## config.mk

```make
export PLATFORM = sky130hd
export DESIGN_NAME = sram_mod_ctl
export DESIGN_NICKNAME = d
export VERILOG_FILES = /design/src/rtl/sram_ctl_pkg.sv /design/src/rtl/sram_lane_dec.sv /design/src/rtl/sram_data_steer.sv /design/src/rtl/sram_seq_fsm.sv /design/src/rtl/sram_mod_ctl.sv
export SDC_FILE = /design/constraint.sdc
export NUM_CORES = 1
export LEC_CHECK = 0
export ABC_CLOCK_PERIOD_IN_PS = 3100
export BUFFER_PORTS_ARGS = -buffer_cell sky130_fd_sc_hd__buf_2
export CELL_PAD_IN_SITES_DETAIL_PLACEMENT = 1
export CELL_PAD_IN_SITES_GLOBAL_PLACEMENT = 1
export CORE_UTILIZATION = 41
export DETAILED_ROUTE_END_ITERATION = 16
export HOLD_SLACK_MARGIN = 0.1
export PLACE_DENSITY = 0.79
export REMOVE_ABC_BUFFERS = 1
export SETUP_SLACK_MARGIN = 0.1
export SLEW_MARGIN = 20
export SYNTH_ARGS = -nofsm -noshare
export SYNTH_HDL_FRONTEND = slang
export SYNTH_HIERARCHICAL = 1
export SYNTH_SLANG_ARGS = --single-unit
export TNS_END_PERCENT = 30
```

## constraint.sdc

```tcl
create_clock -name clk -period 3.1 [get_ports clk]
set_input_delay 0.31 -clock clk [delete_from_list [all_inputs] [get_ports clk]]
set_output_delay 0.31 -clock clk [all_outputs]
set_load 0.05 [all_outputs]
```

## src/rtl/sram_ctl_pkg.sv

```systemverilog
`timescale 1ns/1ps
package sram_ctl_pkg;

    typedef enum logic [1:0] {
        ST_IDLE = 2'd0,
        ST_RD   = 2'd1,
        ST_TURN = 2'd2,
        ST_WR   = 2'd3
    } seq_st_e;

    // whole clock cycles covering t_ns, never fewer than one
    function automatic int cyc_of(input int t_ns, input int clk_ns);
        int c;
        c = (t_ns + clk_ns - 1) / clk_ns;
        return (c < 1) ? 1 : c;
    endfunction

    function automatic int max2(input int a, input int b);
        return (a > b) ? a : b;
    endfunction

endpackage

```

## src/rtl/sram_lane_dec.sv

```systemverilog
`timescale 1ns/1ps
module sram_lane_dec #(
    parameter int WORD_AW = 19
) (
    input  logic               mode16,
    input  logic [WORD_AW+1:0] addr,
    output logic [WORD_AW-1:0] word,
    output logic [3:0]         cs_n,
    output logic               lane
);
    logic rank;

    assign rank = mode16 ? addr[WORD_AW+1] : addr[WORD_AW];
    assign lane = mode16 & addr[0];
    assign word = mode16 ? addr[WORD_AW:1] : addr[WORD_AW-1:0];

    // select g belongs to rank g/2 and lane g%2
    for (genvar g = 0; g < 4; g++) begin : g_sel
        localparam logic SEL_RANK = ((g / 2) == 1);
        localparam logic SEL_LANE = ((g % 2) == 1);
        assign cs_n[g] = !((rank == SEL_RANK) && (!mode16 || (lane == SEL_LANE)));
    end
endmodule

```

## src/rtl/sram_data_steer.sv

```systemverilog
`timescale 1ns/1ps
module sram_data_steer #(
    parameter int DATA_W = 32
) (
    input  logic              mode16,
    input  logic              lane,
    input  logic [DATA_W-1:0] wdata,
    input  logic [DATA_W-1:0] dq_i,
    output logic [DATA_W-1:0] dq_drv,
    output logic [DATA_W-1:0] rdata
);
    localparam int HALF_W = DATA_W / 2;

    logic [HALF_W-1:0] half;

    assign dq_drv = mode16 ? {2{wdata[HALF_W-1:0]}} : wdata;
    assign half   = lane ? dq_i[DATA_W-1:HALF_W] : dq_i[HALF_W-1:0];
    assign rdata  = mode16 ? {{HALF_W{1'b0}}, half} : dq_i;
endmodule

```

## src/rtl/sram_seq_fsm.sv

```systemverilog
`timescale 1ns/1ps
module sram_seq_fsm
    import sram_ctl_pkg::*;
#(
    parameter int WORD_AW  = 19,
    parameter int DATA_W   = 32,
    parameter int WR_CYC   = 2,
    parameter int RD_CYC   = 2,
    parameter int TURN_CYC = 1
) (
    input  logic               clk,
    input  logic               rst_n,
    input  logic               req_valid,
    input  logic               req_write,
    input  logic               req_mode16,
    input  logic [WORD_AW+1:0] req_addr,
    input  logic [DATA_W-1:0]  req_wdata,
    output logic               src_mode16,
    output logic [WORD_AW+1:0] src_addr,
    output logic [DATA_W-1:0]  src_wdata,
    input  logic [WORD_AW-1:0] dec_word,
    input  logic [3:0]         dec_cs_n,
    input  logic [DATA_W-1:0]  drv_data,
    input  logic [DATA_W-1:0]  rd_data,
    output logic [WORD_AW-1:0] mem_addr,
    output logic [3:0]         mem_cs_n,
    output logic               mem_we_n,
    output logic               mem_oe_n,
    output logic [DATA_W-1:0]  mem_dq_o,
    output logic               mem_dq_oe,
    output logic               rsp_rdy,
    output logic [DATA_W-1:0]  rsp_rdata
);
    localparam int MAX_CYC = max2(max2(WR_CYC, RD_CYC), TURN_CYC);
    localparam int CNT_W   = (MAX_CYC > 1) ? $clog2(MAX_CYC) : 1;

    typedef struct packed {
        seq_st_e            st;
        logic [CNT_W-1:0]   cnt;
        logic               rd_last;
        logic               p_mode16;
        logic [WORD_AW+1:0] p_addr;
        logic [DATA_W-1:0]  p_wdata;
        logic [3:0]         cs_n;
        logic               we_n;
        logic               oe_n;
        logic               dq_oe;
        logic [WORD_AW-1:0] maddr;
        logic [DATA_W-1:0]  dq_o;
        logic               rdy;
        logic [DATA_W-1:0]  rdata;
    } seq_r_t;

    function automatic seq_r_t rst_val();
        seq_r_t r;
        r      = '0;
        r.st   = ST_IDLE;
        r.cs_n = 4'b1111;
        r.we_n = 1'b1;
        r.oe_n = 1'b1;
        return r;
    endfunction

    seq_r_t q, d;

    // decode follows the live request while idle, the captured one after
    assign src_mode16 = (q.st == ST_IDLE) ? req_mode16 : q.p_mode16;
    assign src_addr   = (q.st == ST_IDLE) ? req_addr   : q.p_addr;
    assign src_wdata  = (q.st == ST_IDLE) ? req_wdata  : q.p_wdata;

    always_comb begin
        logic go_wr;
        logic go_rd;
        go_wr = 1'b0;
        go_rd = 1'b0;
        d     = q;
        d.rdy = 1'b0;
        unique case (q.st)
            ST_IDLE: begin
                if (req_valid) begin
                    d.p_mode16 = req_mode16;
                    d.p_addr   = req_addr;
                    d.p_wdata  = req_wdata;
                    if (req_write && q.rd_last) begin
                        d.st  = ST_TURN;
                        d.cnt = CNT_W'(TURN_CYC - 1);
                    end else if (req_write) begin
                        go_wr = 1'b1;
                    end else begin
                        go_rd = 1'b1;
                    end
                end
            end
            ST_TURN: begin
                if (q.cnt == '0) go_wr = 1'b1;
                else             d.cnt = q.cnt - 1'b1;
            end
            ST_WR: begin
                if (q.cnt == '0) begin
                    d.st    = ST_IDLE;
                    d.cs_n  = 4'b1111;
                    d.we_n  = 1'b1;
                    d.dq_oe = 1'b0;
                    d.rdy   = 1'b1;
                end else begin
                    d.cnt = q.cnt - 1'b1;
                end
            end
            ST_RD: begin
                if (q.cnt == '0) begin
                    d.st    = ST_IDLE;
                    d.cs_n  = 4'b1111;
                    d.oe_n  = 1'b1;
                    d.rdata = rd_data;
                    d.rdy   = 1'b1;
                end else begin
                    d.cnt = q.cnt - 1'b1;
                end
            end
            default: d = rst_val();
        endcase
        if (go_wr) begin
            d.st      = ST_WR;
            d.cnt     = CNT_W'(WR_CYC - 1);
            d.cs_n    = dec_cs_n;
            d.maddr   = dec_word;
            d.we_n    = 1'b0;
            d.oe_n    = 1'b1;
            d.dq_oe   = 1'b1;
            d.dq_o    = drv_data;
            d.rd_last = 1'b0;
        end
        if (go_rd) begin
            d.st      = ST_RD;
            d.cnt     = CNT_W'(RD_CYC - 1);
            d.cs_n    = dec_cs_n;
            d.maddr   = dec_word;
            d.we_n    = 1'b1;
            d.oe_n    = 1'b0;
            d.dq_oe   = 1'b0;
            d.rd_last = 1'b1;
        end
    end

    always_ff @(posedge clk or negedge rst_n) begin
        if (!rst_n) q <= rst_val();
        else        q <= d;
    end

    assign mem_addr  = q.maddr;
    assign mem_cs_n  = q.cs_n;
    assign mem_we_n  = q.we_n;
    assign mem_oe_n  = q.oe_n;
    assign mem_dq_o  = q.dq_o;
    assign mem_dq_oe = q.dq_oe;
    assign rsp_rdy   = q.rdy;
    assign rsp_rdata = q.rdata;

    // strobe length monitor for the pulse width check
    logic [CNT_W:0] wlen_q;
    always_ff @(posedge clk or negedge rst_n) begin
        if (!rst_n)                      wlen_q <= '0;
        else if (!q.we_n && !(&wlen_q))  wlen_q <= wlen_q + 1'b1;
        else if (q.we_n)                 wlen_q <= '0;
    end


    we_pulse_len_chk: assert property (@(posedge clk) disable iff (!rst_n)
        $rose(q.we_n) |-> (wlen_q == (CNT_W+1)'(WR_CYC)));


    no_drive_in_read_chk: assert property (@(posedge clk) disable iff (!rst_n)
        !q.oe_n |-> !q.dq_oe);


    write_needs_sel_chk: assert property (@(posedge clk) disable iff (!rst_n)
        !q.we_n |-> (q.dq_oe && q.oe_n && (q.cs_n != 4'b1111)));


    rank_pair_chk: assert property (@(posedge clk) disable iff (!rst_n)
        ($countones(~q.cs_n) >= 2) |-> ((q.cs_n == 4'b1100) || (q.cs_n == 4'b0011)));


    quiet_before_write_chk: assert property (@(posedge clk) disable iff (!rst_n)
        $fell(q.we_n) |-> ($past(q.oe_n) && ($past(q.cs_n) == 4'b1111)));


    rdy_single_chk: assert property (@(posedge clk) disable iff (!rst_n)
        q.rdy |=> !q.rdy);
endmodule

```

## src/rtl/sram_mod_ctl.sv

```systemverilog
`timescale 1ns/1ps
module sram_mod_ctl
    import sram_ctl_pkg::*;
#(
    parameter int WORD_AW = 19,
    parameter int DATA_W  = 32,
    parameter int CLK_NS  = 10,
    parameter int T_WP_NS = 12,
    parameter int T_WC_NS = 15,
    parameter int T_DW_NS = 8,
    parameter int T_AA_NS = 15,
    parameter int T_RC_NS = 15,
    parameter int T_HZ_NS = 7
) (
    input  logic               clk,
    input  logic               rst_n,
    input  logic               mode16,
    input  logic               req_valid,
    input  logic               req_write,
    input  logic [WORD_AW+1:0] req_addr,
    input  logic [DATA_W-1:0]  req_wdata,
    output logic               rsp_rdy,
    output logic [DATA_W-1:0]  rsp_rdata,
    output logic [WORD_AW-1:0] mem_addr,
    output logic [3:0]         mem_cs_n,
    output logic               mem_we_n,
    output logic               mem_oe_n,
    output logic [DATA_W-1:0]  mem_dq_o,
    output logic               mem_dq_oe,
    input  logic [DATA_W-1:0]  mem_dq_i
);
    localparam int WR_CYC   = max2(max2(cyc_of(T_WP_NS, CLK_NS), cyc_of(T_WC_NS, CLK_NS)),
                                   cyc_of(T_DW_NS, CLK_NS));
    localparam int RD_CYC   = max2(cyc_of(T_AA_NS, CLK_NS), cyc_of(T_RC_NS, CLK_NS));
    localparam int TURN_CYC = cyc_of(T_HZ_NS, CLK_NS);

    logic               src_mode16;
    logic [WORD_AW+1:0] src_addr;
    logic [DATA_W-1:0]  src_wdata;
    logic [WORD_AW-1:0] dec_word;
    logic [3:0]         dec_cs_n;
    logic               dec_lane;
    logic [DATA_W-1:0]  drv_data;
    logic [DATA_W-1:0]  rd_data;

    sram_lane_dec #(.WORD_AW(WORD_AW)) dec_i (
        .mode16 (src_mode16),
        .addr   (src_addr),
        .word   (dec_word),
        .cs_n   (dec_cs_n),
        .lane   (dec_lane)
    );

    sram_data_steer #(.DATA_W(DATA_W)) steer_i (
        .mode16 (src_mode16),
        .lane   (dec_lane),
        .wdata  (src_wdata),
        .dq_i   (mem_dq_i),
        .dq_drv (drv_data),
        .rdata  (rd_data)
    );

    sram_seq_fsm #(
        .WORD_AW  (WORD_AW),
        .DATA_W   (DATA_W),
        .WR_CYC   (WR_CYC),
        .RD_CYC   (RD_CYC),
        .TURN_CYC (TURN_CYC)
    ) seq_i (
        .clk        (clk),
        .rst_n      (rst_n),
        .req_valid  (req_valid),
        .req_write  (req_write),
        .req_mode16 (mode16),
        .req_addr   (req_addr),
        .req_wdata  (req_wdata),
        .src_mode16 (src_mode16),
        .src_addr   (src_addr),
        .src_wdata  (src_wdata),
        .dec_word   (dec_word),
        .dec_cs_n   (dec_cs_n),
        .drv_data   (drv_data),
        .rd_data    (rd_data),
        .mem_addr   (mem_addr),
        .mem_cs_n   (mem_cs_n),
        .mem_we_n   (mem_we_n),
        .mem_oe_n   (mem_oe_n),
        .mem_dq_o   (mem_dq_o),
        .mem_dq_oe  (mem_dq_oe),
        .rsp_rdy    (rsp_rdy),
        .rsp_rdata  (rsp_rdata)
    );
endmodule

```

# --- Word level (Yosys, flattened, before mapping) ---
# Index checks and enable logic that the tools add are counted.
totals:
  regBits: 149
  in_bits: 90
  output_inout_bits: 91
  wordCells: 92
classes:
  add_sub_neg: 1
  n_eq_ne: 9
  mux: 37
  bitwise_logic: 4
  reduce_logical: 27
op_table:
  columns: ["op", "count"]
  rows:
  - ["$mux W32", 3]
  - ["$mux W58", 1]
  - ["$mux W33", 1]
  - ["$mux W26", 1]
  - ["$mux W21", 1]
  - ["$ne A4 B4 Y1 const B", 5]
  - ["$mux W19", 1]
  - ["$mux W1", 16]
  - ["$mux W16", 1]
  - ["$mux W4", 3]
  - ["$reduce_and A2 Y1", 5]
  - ["$pmux W4 S2", 1]
  - ["$reduce_bool A4 Y1", 2]
  - ["$mux W3", 2]
  - ["$pmux W1 S2", 3]
  - ["$reduce_bool A3 Y1", 2]
  - ["$logic_and A1 B1 Y1", 5]
  - ["$logic_not A1 Y1", 5]
  - ["$mux W5", 1]
  - ["$eq A2 B2 Y1 const B", 2]
  - ["$pmux W2 S2", 1]
  - ["$reduce_and A4 Y1", 1]
  - ["$ne A3 B3 Y1 const B", 1]
  - ["$not A1 Y1", 3]
  - ["other kinds (10)", 11]

# --- Longest topological paths before layout ---
# Gate-level depths: netlist of run 1.
depth:
  depth_word: 9
  depth_mapped: 9
  mapped_depth_nobuf: 6

# --- Hierarchy ---
# The synthesis of run 1 kept the hierarchy.
by_module_without_submodules:
  columns: ["module", "instances", "cells_each", "area_each_um2", "seq_area_each_um2"]
  rows:
  - ["sram_seq_fsm", 1, 517, 7240.7, 3736.1]
  - ["sram_data_steer", 1, 70, 664.4, 0.0]
  - ["sram_lane_dec", 1, 32, 356.6, 0.0]

# --- Worst setup path before layout of run 1 ---
# OpenSTA, ideal clock, no wires.
synth_timing:
  kind: "register to register"
  start: "reg seq_i/q[147] (netlist bit)"
  end: "reg seq_i.q (netlist bit seq_i/rsp_rdata[10])"
  t_arrival_ns: 2.259
  required_time_ns: 2.975
  slack_ns: 0.716
  path_stages_with_launch: 10
  path_buffers: 3
  period_less_slack_ns: 2.384
  path_cell_list: "dfrtp_1 > buf_2 > nor2_2 > mux2_2 > buf_6 > and2_1 > nand2_4 > buf_6 > mux2_4 > mux2_2"
synth_via:
  elab_chain_len: 5
synth_rtl:
  columns: ["item", "line_no", "source"]
  rows:
  - ["from (decl)", "sram_seq_fsm.sv:64", "seq_r_t q, d;"]
  - ["from (signal assigned)", "sram_seq_fsm.sv:146", "if (!rst_n) q <= rst_val();"]
  - ["$logic_not A2 Y1", "sram_seq_fsm.sv:67", "assign src_mode16 = (q.st == ST_IDLE) ? req_mode16 : q.p_mode16;"]
  - ["$mux W1", "sram_seq_fsm.sv:67", null]
  - ["net src_mode16", "sram_mod_ctl.sv:37", "logic src_mode16;"]
  - ["$and A1 B1 Y1", "sram_lane_dec.sv:14", "assign lane = mode16 & addr[0];"]
  - ["net dec_lane", "sram_mod_ctl.sv:42", "logic dec_lane;"]
  - ["$mux W16", "sram_data_steer.sv:17", "assign half = lane ? dq_i[DATA_W-1:HALF_W] : dq_i[HALF_W-1:0];"]
  - ["$mux W32", "sram_data_steer.sv:18", "assign rdata = mode16 ? {{HALF_W{1'b0}}, half} : dq_i;"]
  - ["net rd_data[10]", "sram_mod_ctl.sv:44", "logic [DATA_W-1:0] rd_data;"]
# The timed path passes the listed nets, and every way through them passes these cells.
# A chain may end at the register's enable or synchronous reset.

# --- Final worst setup path of run 1 ---
layout_timing:
  start: "reg seq_i/q[148] (netlist bit)"
  end: "reg seq_i.q (netlist bit seq_i/rsp_rdata[0])"
# Same word-level chain as after synthesis.

==> results.ini, run 1 <==
[sta]
tns_ns = 0
tightest_slew_ns = 0.783
hold_viol_final = 0
rsz0062_at_grt = no
fin_skew_ns = 0.0106
maxSlewViolCount = 0
finalCriticalPeriod_ns = 2.58
finalCritPeriodShare_pct = 83.2
max_freq_mhz = 388
relSlewSlack_pct = 47.8
setup_violations = 0
setup_ws_ns = 0.522

[die]
chipHeight_um = 144
dieWidth_um = 144
fp.coreArea_sq_um = 19600
dieArea_sq_um = 20700
ios = 181
initial_core_util_pct = 42.2
rows = 51

[yosys]
synth_top_area_share_pct = 43.3
syn_avg_cell_area_sq_um = 13.3
postSynthCellCount = 619
synth-seq-cells = 149
yosys.area.top_type = dfrtp_1
syn_area_sq_um = 8260
ys_warn_count = 6
ys_top_cells_by_area = dfrtp_1 (43%), mux2_2 (22%), mux2_4 (12%)
seq_area_frac_synth_pct = 45.2
ys_types = 37

[setup_path]
critPathRequiredTime_ns = 3.40
cpPeakStageDelay_ns = 0.58
path_class = flip-flop to flip-flop
crit_path_max_fanout = 19
path_cells = nor2_4 -> mux2_4 -> and2_1 -> nand2_4 -> mux2_2 -> mux2_2
critPathCaptureType = flip-flop
critical_path.startpoint = seq_i/q[148]$_DFFE_PN0P_
cp_top_family = multiplexers
crit_top_cell = mux2_2
crit_arrival_ns = 2.88
rr_startpoint = seq_i/q[148]$_DFFE_PN0P_
slowest_stage = dfrtp_1
worstSetupStartpointType = flip-flop
critPathBufInv = 0

[detailed_routing]
drtPass1Iterations = 4
post_drt_wl_per_cell_um = 19.1
wl_met1_um = 7280
drt_iter0_drc = 153
viasPerCell = 5.01
drc = 0
routed_wl_um = 18500
final_antenna_net_count = 0
dr_wl_met2_um = 10000
top_layer_used = met4
via_count = 4851
met3_wirelength_um = 889

[placement]
routabilityCongestion = 0.751
io_buffers = 180
dp_hpwl_um = 12900
place_area_sq_um = 8590
place_ws_ns = 0.564

[clock_tree]
cts_buffer_depth = 2
insertion_delay_ns = 0.42
post_cts_resized = 0
cts_buffers = 17
cts.sinks = 149
root_buffer = clkbuf_16
path_clk_slew_ns = 0.06
cts_htree_levels = 4
tritoncts = done

[global_route]
antenna_found_initial = 2
grt_overflow = 0
grtUsageTotal_pct = 18.7
grt_pass1_vias = 5575
grt_pass1_wl_um = 29200
grt_start_max_net_pins = 85

[layout]
multi_input_area_sq_um = 3500
area_growth_syn_to_layout_pct = 12.1
nFillCells = 2066
drive_above_1_share_pct = 64.5
regArea_sq_um = 3740
design_area_sq_um = 9270
final_core_util_pct = 47.3
fin_nets = 779

[flow_run]
drv_cap = 0

[status]
status = complete, no violations

[min_path]
hp-class = input port to flip-flop
worstHoldStart = req_wdata[9]

placed cells by master (no fill, tap or decap), drive strengths merged, types with 2 or more instances in the layout:
master,instances
dfstp,6
a21oi,4
a2bb2oi,4
nor2b,18
nor3b,2
inv,5
nand2b,4
or3b,2
nand3,3
dfrtp,143
nand2,5
a31oi,2
diode,2
and2,20
clkbuf,23
nor2,7
clkinv,3
mux2,222
bufinv,5
buf,190
a32o,20
o21ai,3
cell type report:
cell class                 instances  area share [%]
sequential                       149            40.3
multi-input combinational        325            37.7
timing repair buffer             191            11.0
clock buffer                      23            5.27
tap                              265            3.58
clock inverter                     9            1.86
inverter                           5           0.203
antenna                            2          0.0540
layer usage:
metal  GRT usage (%)  up-vias
met1            20.0     2511
met2            34.5      104
met3            4.97       23
met4            7.50        0
li1                -     2213
met5               0        -
sequential cells by signal, indices dropped and copies added (netlist names):
register	flops
seq_i/rsp_rdata	32
seq_i/mem_dq_oe	1
seq_i/mem_oe_n	1
seq_i/mem_cs_n	4
seq_i/mem_addr	19
seq_i/mem_dq_o	32
seq_i/rsp_rdy	1
seq_i/q	58
seq_i/mem_we_n	1
cell usage after synthesis, drive strengths merged:
cell	n
and2	20
nand2b	4
a32o	20
clkbuf	6
nor2b	18
a2bb2oi	4
dfstp	6
or3b	2
inv	5
o21ai	3
nand3	3
mux2i	1
mux2	222
o22ai	1
a221oi	1
a21bo	1
nor3b	2
o31a	1
o31ai	1
buf	134
nand2	5
a31oi	2
or3	1
nor2	7
dfrtp	143
a21oi	4
nand4bb	1
nor3	1
stage by stage:
| step | hold WS, ns | std cells |
|---|---|---|
| final | 0.132 | 969 |
| after global routing | 0.117 | 968 |
| after CTS | 0.106 | 967 |
| after detailed placement | 0.435 | 934 |
| after global placement | 0.423 | 934 |
| after floorplan | 0.0144 | 479 |
worst paths after layout:
path	endpoint	slack, ns	depth (start not counted)
min in group asynchronous	seq_i/rsp_rdata[15]$_DFFE_PN0P_	0.52	2
min reg2reg	seq_i/mem_cs_n[2]$_DFFE_PN1P_	0.50	1
max reg2reg	seq_i/rsp_rdata[0]$_DFFE_PN0P_	0.52	6
max in group asynchronous	seq_i/q[104]$_DFFE_PN0P_	1.77	3
max	seq_i/rsp_rdata[0]$_DFFE_PN0P_	0.52	6
min	seq_i/q[100]$_DFFE_PN0P_	0.13	2
logic make-up after synthesis:
kind of cell,after synthesis,synth area share (%)
simple gates,64,4.76
mux,223,33.3
buf+inv,145,12.8
compound gates,38,3.97
flops,149,45.2
repair_timing:
action | 4_1_cts | 5_1_grt
setup buffers | 0 | 0
hold buffers | 1 | 0
endpoints found under the hold margin | 76 | 0
worst reg2reg max path: cells and delay by family, from the launching register on:
kind	cells	cell delay, ns
mux	3	1.10
simple gates	3	0.79
flops	1	0.58
Power of run 1 is not shown: default switching activity piles up to over one toggle a cycle in this logic, so the estimate is an artifact.
==> run 2: changes to the inputs <==
Settings changed: ABC_CLOCK_PERIOD_IN_PS 3100 to 2280, CORE_UTILIZATION 41 to 40, PLACE_DENSITY 0.79 to 0.8.
Clock period 3.1 ns to 2.28 ns, I/O delays scaled along.
==> run 2 against run 1 <==
  * Cell area rose by 7.7%
  * Utilization rose by 2.0 points
  * Critical endpoint is now seq_i/mem_dq_o[19]$_DFFE_PN0P_
  * Maximum frequency rose by 22%
  * Highest routed layer unchanged
==> results.ini, run 2 (synthesized netlist as in run 1, its figures left out) <==
[global_route]
grtUsageTotal_pct = 18.8
grt_pass1_vias = 5839
grt_overflow = 0
grt_start_max_net_pins = 58
grt_pass1_wl_um = 31300
antenna_found_initial = 1

[sta]
tightest_slew_ns = 0.776
max_freq_mhz = 474
maxSlewViolCount = 0
fin_skew_ns = 0.00774
tns_ns = 0
rsz0062_at_grt = no
setup_violations = 0
finalCriticalPeriod_ns = 2.11
finalCritPeriodShare_pct = 92.5
hold_viol_final = 0
relSlewSlack_pct = 48.3

[flow_run]
drv_cap = 0

[detailed_routing]
final_antenna_net_count = 0
drc = 0
via_count = 5115
post_drt_wl_per_cell_um = 18.6
drtPass1Iterations = 4
routed_wl_um = 19200
viasPerCell = 4.94
drt_iter0_drc = 135

[status]
status = complete, no violations

[layout]
mostFrequentLayoutCells = buf_2 (179), mux2_2 (157), dfrtp_1 (143), mux2_4 (65), dlygate4sd3_1 (56)
drive_above_1_share_pct = 60.3
fin_nets = 842
layout_commonest_cell = buf_2
largest_reg_flops = 58
design_area_sq_um = 9980
area_growth_syn_to_layout_pct = 20.8
largest_register = seq_i/q

[clock_tree]
cts_buffer_depth = 2
cts.sinks = 149
insertion_delay_ns = 0.42
path_clk_slew_ns = 0.06
root_buffer = clkbuf_16
cts_htree_levels = 4
tritoncts = done
cts_buffers = 17

[die]
fp.coreArea_sq_um = 20200
dieArea_sq_um = 21200
ios = 181
rows = 52
initial_core_util_pct = 40.8
dieWidth_um = 146
chipHeight_um = 146

[placement]
dp_hpwl_um = 12000
io_buffers = 180
place_area_sq_um = 8660
routabilityCongestion = 0.725

[min_path]
hp-class = input port to flip-flop

[setup_path]
crit_top_cell = mux2_2
cpPeakStageDelay_ns = 0.42
slowest_stage = buf_6
critPathRequiredTime_ns = 2.59
path_cells = nor2_4 -> mux2_4 -> buf_6 -> mux2_2 -> mux2_2
crit_path_max_fanout = 44
path_class = flip-flop to flip-flop
critPathCaptureType = flip-flop
crit_arrival_ns = 2.41
worstSetupStartpointType = flip-flop

[run 2: cell count changes in the layout (fill, tap and decap cells not counted)]
cell / delta
dlygate4sd3_1: +55
buf_4: +4
bufinv_16: +3
buf_6: +2
clkinv_2: -2
nand2_8: +2
and2_1: -1
and2_4: +1
buf_12: +1
clkbuf_8: -1
clkinvlp_4: -1
diode_2: -1
nand2_4: -1
[run 2: final timing paths]
check	depth (start not counted)	slack (ns)	startpoint	to
hold reg to reg	1	0.50	seq_i/rsp_rdata[21]$_DFFE_PN0P_	seq_i/rsp_rdata[21]$_DFFE_PN0P_
setup / recovery	5	0.17	seq_i/q[148]$_DFFE_PN0P_	seq_i/mem_dq_o[19]$_DFFE_PN0P_
min in group asynchronous	2	0.33	rst_n	seq_i/q[93]$_DFFE_PN0P_
max in group asynchronous	3	1.24	rst_n	seq_i/mem_oe_n$_DFFE_PN1P_
setup reg to reg	5	0.17	seq_i/q[148]$_DFFE_PN0P_	seq_i/mem_dq_o[19]$_DFFE_PN0P_
hold / removal	3	0.16	mem_dq_i[2]	seq_i/rsp_rdata[2]$_DFFE_PN0P_
[run 2: through the flow]
| stage | hold WS (ns) | worst slack (ns) | utilization, % | std cells |
|---|---|---|---|---|
| 2_1_floorplan | -0.0676 | -2.05 | - | 479 |
| 3_3_place_gp | 0.237 | 0.136 | 42.8 | 946 |
| 3_5_place_dp | 0.242 | 0.0742 | 42.8 | 946 |
| 4_1_cts | 0.146 | 0.143 | 49.3 | 1034 |
| 5_1_grt | 0.152 | 0.0920 | 49.3 | 1035 |
| 6_report | 0.162 | 0.171 | 49.3 | 1035 |
[run 2: worst max-delay path, delay by kind of cell, from the launching register on]
kind | cells | cell delay [ns]
and+or+nand+nor | 1 | 0.19
DFF | 1 | 0.41
muxes | 3 | 0.95
buffers and inverters | 1 | 0.42
[run 2: repair_timing]
item / in CTS / in global routing
cloned: 1 / 0
hold buffers: 56 / 0
pin swaps: 1 / 0
hold endpoints to repair: 103 / 0
gates resized for setup: 4 / 3
buffers inserted: 0 / 0
setup endpoints to repair: 9 / 12
[run 2: layout make-up]
| class | instances | area [sq um] |
|---|---|---|
| clock buffer | 22 | 474 |
| clock inverter | 9 | 245 |
| multi-input combinational | 326 | 3530 |
| timing repair buffer | 253 | 1640 |
| inverter | 5 | 18.8 |
| sequential | 149 | 3740 |
| tap | 270 | 338 |
| antenna | 1 | 2.50 |
| fill | 2086 | 10300 |
[run 2: per-layer routing]
layer  up-vias  part of all wire [%]  global-route usage (%)
li1       2339                     -                       -
met5         -                     0                       0
met1      2615                    42                    22.4
met2       133                    52                    33.0
met3        28                   4.0                    4.01
met4         0                   2.2                    7.74
Power of run 2 is left out for the same reason.
